<file path="src/rtl/usb_dev_irq_status.sv">
module usb_dev_irq_status #(
  parameter int NEP     = 7,
  parameter int AW      = 8,
  parameter int DW      = 32,
  parameter int FNW     = 11,
  parameter int EP_LSB  = 12,
  parameter logic [AW-1:0] STAT_OFF = 8'h04,
  parameter logic [AW-1:0] CLR_OFF  = 8'h08,
  parameter logic [AW-1:0] EN_OFF   = 8'h10,
  parameter logic [AW-1:0] FN_OFF   = 8'h20
) (
  input  logic           clk,
  input  logic           rst_n,
  input  logic           freeze,
  input  logic           ev_susp,
  input  logic           ev_sof,
  input  logic [FNW-1:0] sof_frame,
  input  logic           ev_eorst,
  input  logic           ev_wakeup,
  input  logic           ev_eorsm,
  input  logic           ev_uprsm,
  input  logic [NEP-1:0] ep_req,
  input  logic           wr_en,
  input  logic [AW-1:0]  addr,
  input  logic [DW-1:0]  wdata,
  output logic [DW-1:0]  rdata,
  output logic           irq
);
  localparam int NLAT = 7;
  localparam int WAKE = 4;
  localparam logic [NLAT-1:0] LAT_MASK  = 7'b1111101;
  localparam logic [NLAT-1:0] FRZ_MASK  = 7'b0010000;

  logic [NLAT-1:0] lat_q, lat_d, ev_set, clr;
  logic [DW-1:0]   status, en_q, vmask;
  logic [FNW-1:0]  frame_q;
  logic            susp_rise;

  always_comb begin
    vmask = '0;
    vmask[NLAT-1:0] = LAT_MASK;
    vmask[EP_LSB +: NEP] = '1;
  end

  assign ev_set = {ev_uprsm, ev_eorsm, ev_wakeup, ev_eorst, ev_sof, 1'b0, ev_susp}
                & (freeze ? FRZ_MASK : LAT_MASK);
  assign clr = (wr_en && addr == CLR_OFF && !freeze) ? wdata[NLAT-1:0] : '0;
  assign susp_rise = ev_set[0] & ~lat_q[0];

  always_comb begin
    lat_d = ev_set | (lat_q & ~clr);
    if (susp_rise) lat_d[WAKE] = 1'b0;
  end

  always_comb begin
    status = '0;
    status[NLAT-1:0] = lat_q;
    status[EP_LSB +: NEP] = ep_req;
  end

  always_ff @(posedge clk) begin
    if (!rst_n) begin
      lat_q   <= '0;
      en_q    <= '0;
      frame_q <= '0;
      irq     <= 1'b0;
    end else begin
      lat_q <= lat_d;
      irq   <= |(status & en_q);
      if (wr_en && addr == EN_OFF) en_q <= wdata & vmask;
      if (ev_sof && !freeze) frame_q <= sof_frame;
    end
  end

  always_comb begin
    rdata = '0;
    case (addr)
      STAT_OFF: rdata = status;
      EN_OFF:   rdata = en_q;
      FN_OFF:   rdata[FNW-1:0] = frame_q;
      default:  rdata = '0;
    endcase
  end
endmodule


</file>
<file path="config.mk">
export PLATFORM = sky130hd
export DESIGN_NAME = usb_dev_irq_status
export DESIGN_NICKNAME = d
export VERILOG_FILES = /design/src/rtl/usb_dev_irq_status.sv
export SDC_FILE = /design/constraint.sdc
export NUM_CORES = 1
export LEC_CHECK = 0
export BUFFER_PORTS_ARGS = -buffer_cell sky130_fd_sc_hd__buf_2
export CORE_MARGIN = 2
export CORE_UTILIZATION = 44
export CTS_CLUSTER_DIAMETER = 200
export DETAILED_ROUTE_END_ITERATION = 8
export GPL_TIMING_DRIVEN = 0
export PLACE_DENSITY = 0.79
export SYNTH_ARGS = -nofsm -noshare
export SYNTH_HDL_FRONTEND = slang
export SYNTH_SLANG_ARGS = --single-unit
</file>
<file path="constraint.sdc">
create_clock -name clk -period 2.45 [get_ports clk]
set_input_delay 0.49 -clock clk [delete_from_list [all_inputs] [get_ports clk]]
set_output_delay 0.49 -clock clk [all_outputs]
set_load 0.1 [all_outputs]
</file>
# Word-level counts from Yosys, hierarchy flattened
# Index checks and enable logic that the tools add are counted.
dict set report op_classes {
  n_eq_ne 4
  n_mux 4
  bitwise_logic 8
  n_reduce_logical 7
}
# cell count
set ops {}
lappend ops {{11-bit case mux with 3 select lines} 1}
lappend ops {{32-bit OR reduction} 1}
lappend ops {{19-bit AND} 1}
lappend ops {{8-bit case mux with 2 select lines} 1}
lappend ops {{7-bit AND} 2}
lappend ops {{7-bit two-way mux} 2}
lappend ops {{8-bit by 3-bit equality test with 1-bit output (second input constant)} 1}
lappend ops {{8-bit by 4-bit equality test with 1-bit output (second input constant)} 1}
lappend ops {{8-bit by 5-bit equality test with 1-bit output (second input constant)} 1}
lappend ops {{8-bit by 6-bit equality test with 1-bit output (second input constant)} 1}
lappend ops {{7-bit NOT} 1}
lappend ops {{7-bit bitwise OR} 1}
lappend ops {{1-bit logical AND} 4}
lappend ops {{1-bit NOT} 2}
lappend ops {{2-bit OR reduction} 1}
lappend ops {{1-bit AND} 1}
lappend ops {{1-bit logical NOT} 1}
dict set report word_totals {
  regBits 32
  inputBits 68
  out_inout_bits 33
  word_cells 28
}

# Depth between registers and ports, before layout
dict set report depth {
  ltp_word 7
  ltp_mapped 5
  mapped_depth_nobuf 3
}

# Worst setup path before layout
# No wires, ideal clock.
dict set report synth_path {
  kind {in2out}
  startpoint {input port addr[1]}
  endpoint {output port rdata[0]}
  t_arrival_ns 2.397
  required_time_ns 1.960
  path_slack_ns -0.437
  cell_stages 5
  path_buffers 2
  path_cell_list {or4_4 > buf_4 > nor4_4 > buf_4 > a221o_1}
}
dict set report synth_via {
  elab_chain_cells 2
  elab_cells_between_ends 4
  cone_classes {eq/ne: 3; mux: 1}
}
# item line
set synth_rtl {}
lappend synth_rtl {{from (decl)} 24} ;# input logic [AW-1:0] addr,
lappend synth_rtl {{8-bit by 6-bit equality test with 1-bit output, or another cell as far along} 77} ;# case (addr)
lappend synth_rtl {{11-bit case mux with 3 select lines *} 77}
lappend synth_rtl {{to (decl)} 26} ;# output logic [DW-1:0] rdata,
# Every way passes the cells marked *; elsewhere a longest branch is shown, timed or not.

# Worst setup path after layout
dict set report layout_path {
  startpoint {input port addr[6]}
  endpoint {output port rdata[0]}
}
# Same word-level chain as after synthesis.

==> impl_results.md <==
* Seq/Total Area, Yosys at 36.5%
* Cell count after synthesis at approximately 210
* Area grow syn2layout at 60.9%
* Via count at 1809
* Clock-pin slew on the worst setup and hold paths at approximately 60 ps
* Post-synth ARST share at 0%
* Tcrit/Tclk final at 105%
* Gpl congestion at 0.842
* RSZ-0062 raised after global routing: true
* Clk_skew at approximately 4.8 ps
* Placed insts at roughly 330
* Final setup viols at 18
* Initial DRC Count at 111
* Clock period minus worst slack at between 2000 and 3000 ps
* Synth top area cells: dfxtp_1 36%, nand2_1 10%, mux2i_1 7.4%
* Total gr overflow at 0
* Initial antenna violation count at 0
* CTS root buffer: clkbuf_8
* Worst-Skew Late Latency at 290 ps
* Least-Margin Pin Slew at 549 ps
* Post-synth EDFFs at 0
* Relative slew margins at roughly 63%
* Total CTS buffers at 5
* Initial core utilization at between 40% and 50%
* Sink Count at 32
* IO Pins at between 100 and 150
* First-pass GRT wire length at slightly below 9000 µm
* Critical Path RT at between 1500 and 2000 ps
* Post-synthesis cell area at around 1800 µm²
* Synth Warn # at 0
* Lkg Pwr at 1.22 nW
* Max Buffers Root-to-Sink at 2
* Commonest cells in the netlist: 49 x nand2_1, 32 x dfxtp_1, 16 x buf_4
* VDD IR max at about 320 µV
* Failing checks: negative setup slack
* Count of input and output buffers at 67
* ANT cells at 0
* CP endpoint kind: primary output
* Status: finished with violations
* Slew Limit Fails at 0
* Pre-CTS setup slack at -467 ps
* HPWL Detailed at about 3600 µm
* Drt total wl at 5520 µm
* Count of cell types in the netlist at 30
* Most frequent cell after synthesis: nand2_1
* Row cnt at 22
* DR vias/cell at between 5 and 6
* PnR worst setup slack at -132 ps
* Vias in the first global route at around 1900
* Core area at approximately 3700 µm²
* Finished Layout Cells at between 300 and 400
* Cell taking the most area after synthesis: dfxtp_1
* Synthesized area per cell at around 8.5 µm²
* Largest net degree at the start of global routing at 11
* Die area at between 4000 and 5000 µm²
* Worst Path Class, Setup: in -> out
* Pwr per Cell Area at roughly 430 nW/µm²
* Top FF cell, synth: dfxtp_1
* DR WL/cell at ~16 µm
* CTS tree: built
* DRC at 0
* Fillers at ~270
* Total GRT Usage at about a quarter
* Hold Crit Class: in -> reg
* Synth Register Bits at 32
* Fmax at ~390 MHz
* Area fraction of the dominant cell type after synthesis at 36.5%
* First-pass detailed-route iteration total at 4
* Htree depth at 2
* CP startpoint kind: primary input
* Cts hold-fix bufs at 0
* Height of the die at about 67 µm
* Worst-path fanout max at 5
* Final count of hold timing violations at 0
* NumNets Final at approximately 370
* Chip Width at 67.2 µm
* Share of cells above drive strength 1 at roughly two fifths
* Worst Path Arrival at about 2100 ps
* Max Cap Viol at 0
* Detail Route Antenna Nets at 0
per-layer routing:
metal / track usage (%) / vias to the layer above / routed length, µm
met5: 0 / - / 0
met4: 13.8 / 0 / 162
met3: 7.33 / 15 / 407
met2: 44.3 / 77 / 2750
met1: 29.9 / 836 / 2200
li1: - / 881 / -
through the flow:
step                      total power [W]  util, %  setup TNS [ps]  instance area, µm²  hold WS (ps)
after floorplan                  0.000723        -           -80.0                1960           425
after global placement           0.000785     62.9           -7110                2350           437
after detailed placement         0.000789     62.9           -7330                2350           446
after CTS                         0.00121     75.3           -1020                2820           379
after global routing              0.00125     75.5           -2070                2830           396
final                             0.00121     75.5           -1330                2830           379
worst max-delay path, cell delays in order:
cell	delay (ps)
buf_6	90
or4_4	570
buf_12	160
nor4_4	230
buf_6	190
a221o_4	190
buf_12	170
path summary, 6_finish.rpt:
kind,from,depth (start not counted),to,slack [ps]
worst min register to register,lat_q[1],2,lat_q[1],450
worst min-delay path,wdata[1],2,lat_q[1],380
worst max register to register,lat_q[6],3,irq,1260
worst max-delay path,addr[6],7,rdata[0],-130
where the power goes:
group | internal [W] | switching (W) | total (W)
logic | 0.0000743 | 0.000165 | 0.000239
registers | 0.000536 | 0.0000132 | 0.000549
clock network | 0.000229 | 0.000189 | 0.000418
total | 0.000839 | 0.000368 | 0.00121
state kept, by name, indices dropped and copies added (netlist names):
register,flops
en_q,13
frame_q,11
irq,1
lat_q,7
placed cells by master, fill, tap and decap left out, types with 2 or more instances in the layout:
cell      synthesis  routed
a21oi_1           4       4
nor2b_1           8       8
nor3_1            6       6
buf_6             0       4
nand3_1           2       2
a31oi_1           3       3
nor4_4            3       3
a221o_4           0       5
buf_12            0      20
a22oi_1           5       5
clkbuf_1          7       9
a22o_4            0       8
a21boi_0         11      11
conb_1            1      14
o21ai_0           5       5
mux2i_1          13      13
clkbuf_8          0       6
and2_4            0       4
buf_2             2      49
inv_1             8       8
nand2b_1          4       4
nand2_1          49      49
dfxtp_1          32      32
buf_4            16      22
area by class of cell:
class	instances	area [µm²]	share of cell area, %
multi-input cells	153	1110	39.2
inverters	8	30.0	1.06
repair buffers	77	703	24.9
well taps	48	60.1	2.12
clock buffers	8	90.1	3.19
plain buffers	26	194	6.86
flip-flops and latches	32	641	22.7
logic make-up after synthesis:
| group | after synthesis | synth area share [%] |
|---|---|---|
| AND/OR/NAND/NOR | 81 | 25.1 |
| AO/OA/AOI/OAI | 45 | 19.4 |
| buffers and inverters | 34 | 11.5 |
| flip-flops | 32 | 36.5 |
| multiplexers | 13 | 7.41 |
| other | 1 | 0.213 |
timing repair:
action,in CTS,in global routing
pin swaps,12,5
gates resized for setup,79,0
gates cloned,2,0
endpoints found under the setup margin,18,18
buffers inserted,7,1
Power figures use the tool's default switching activity.
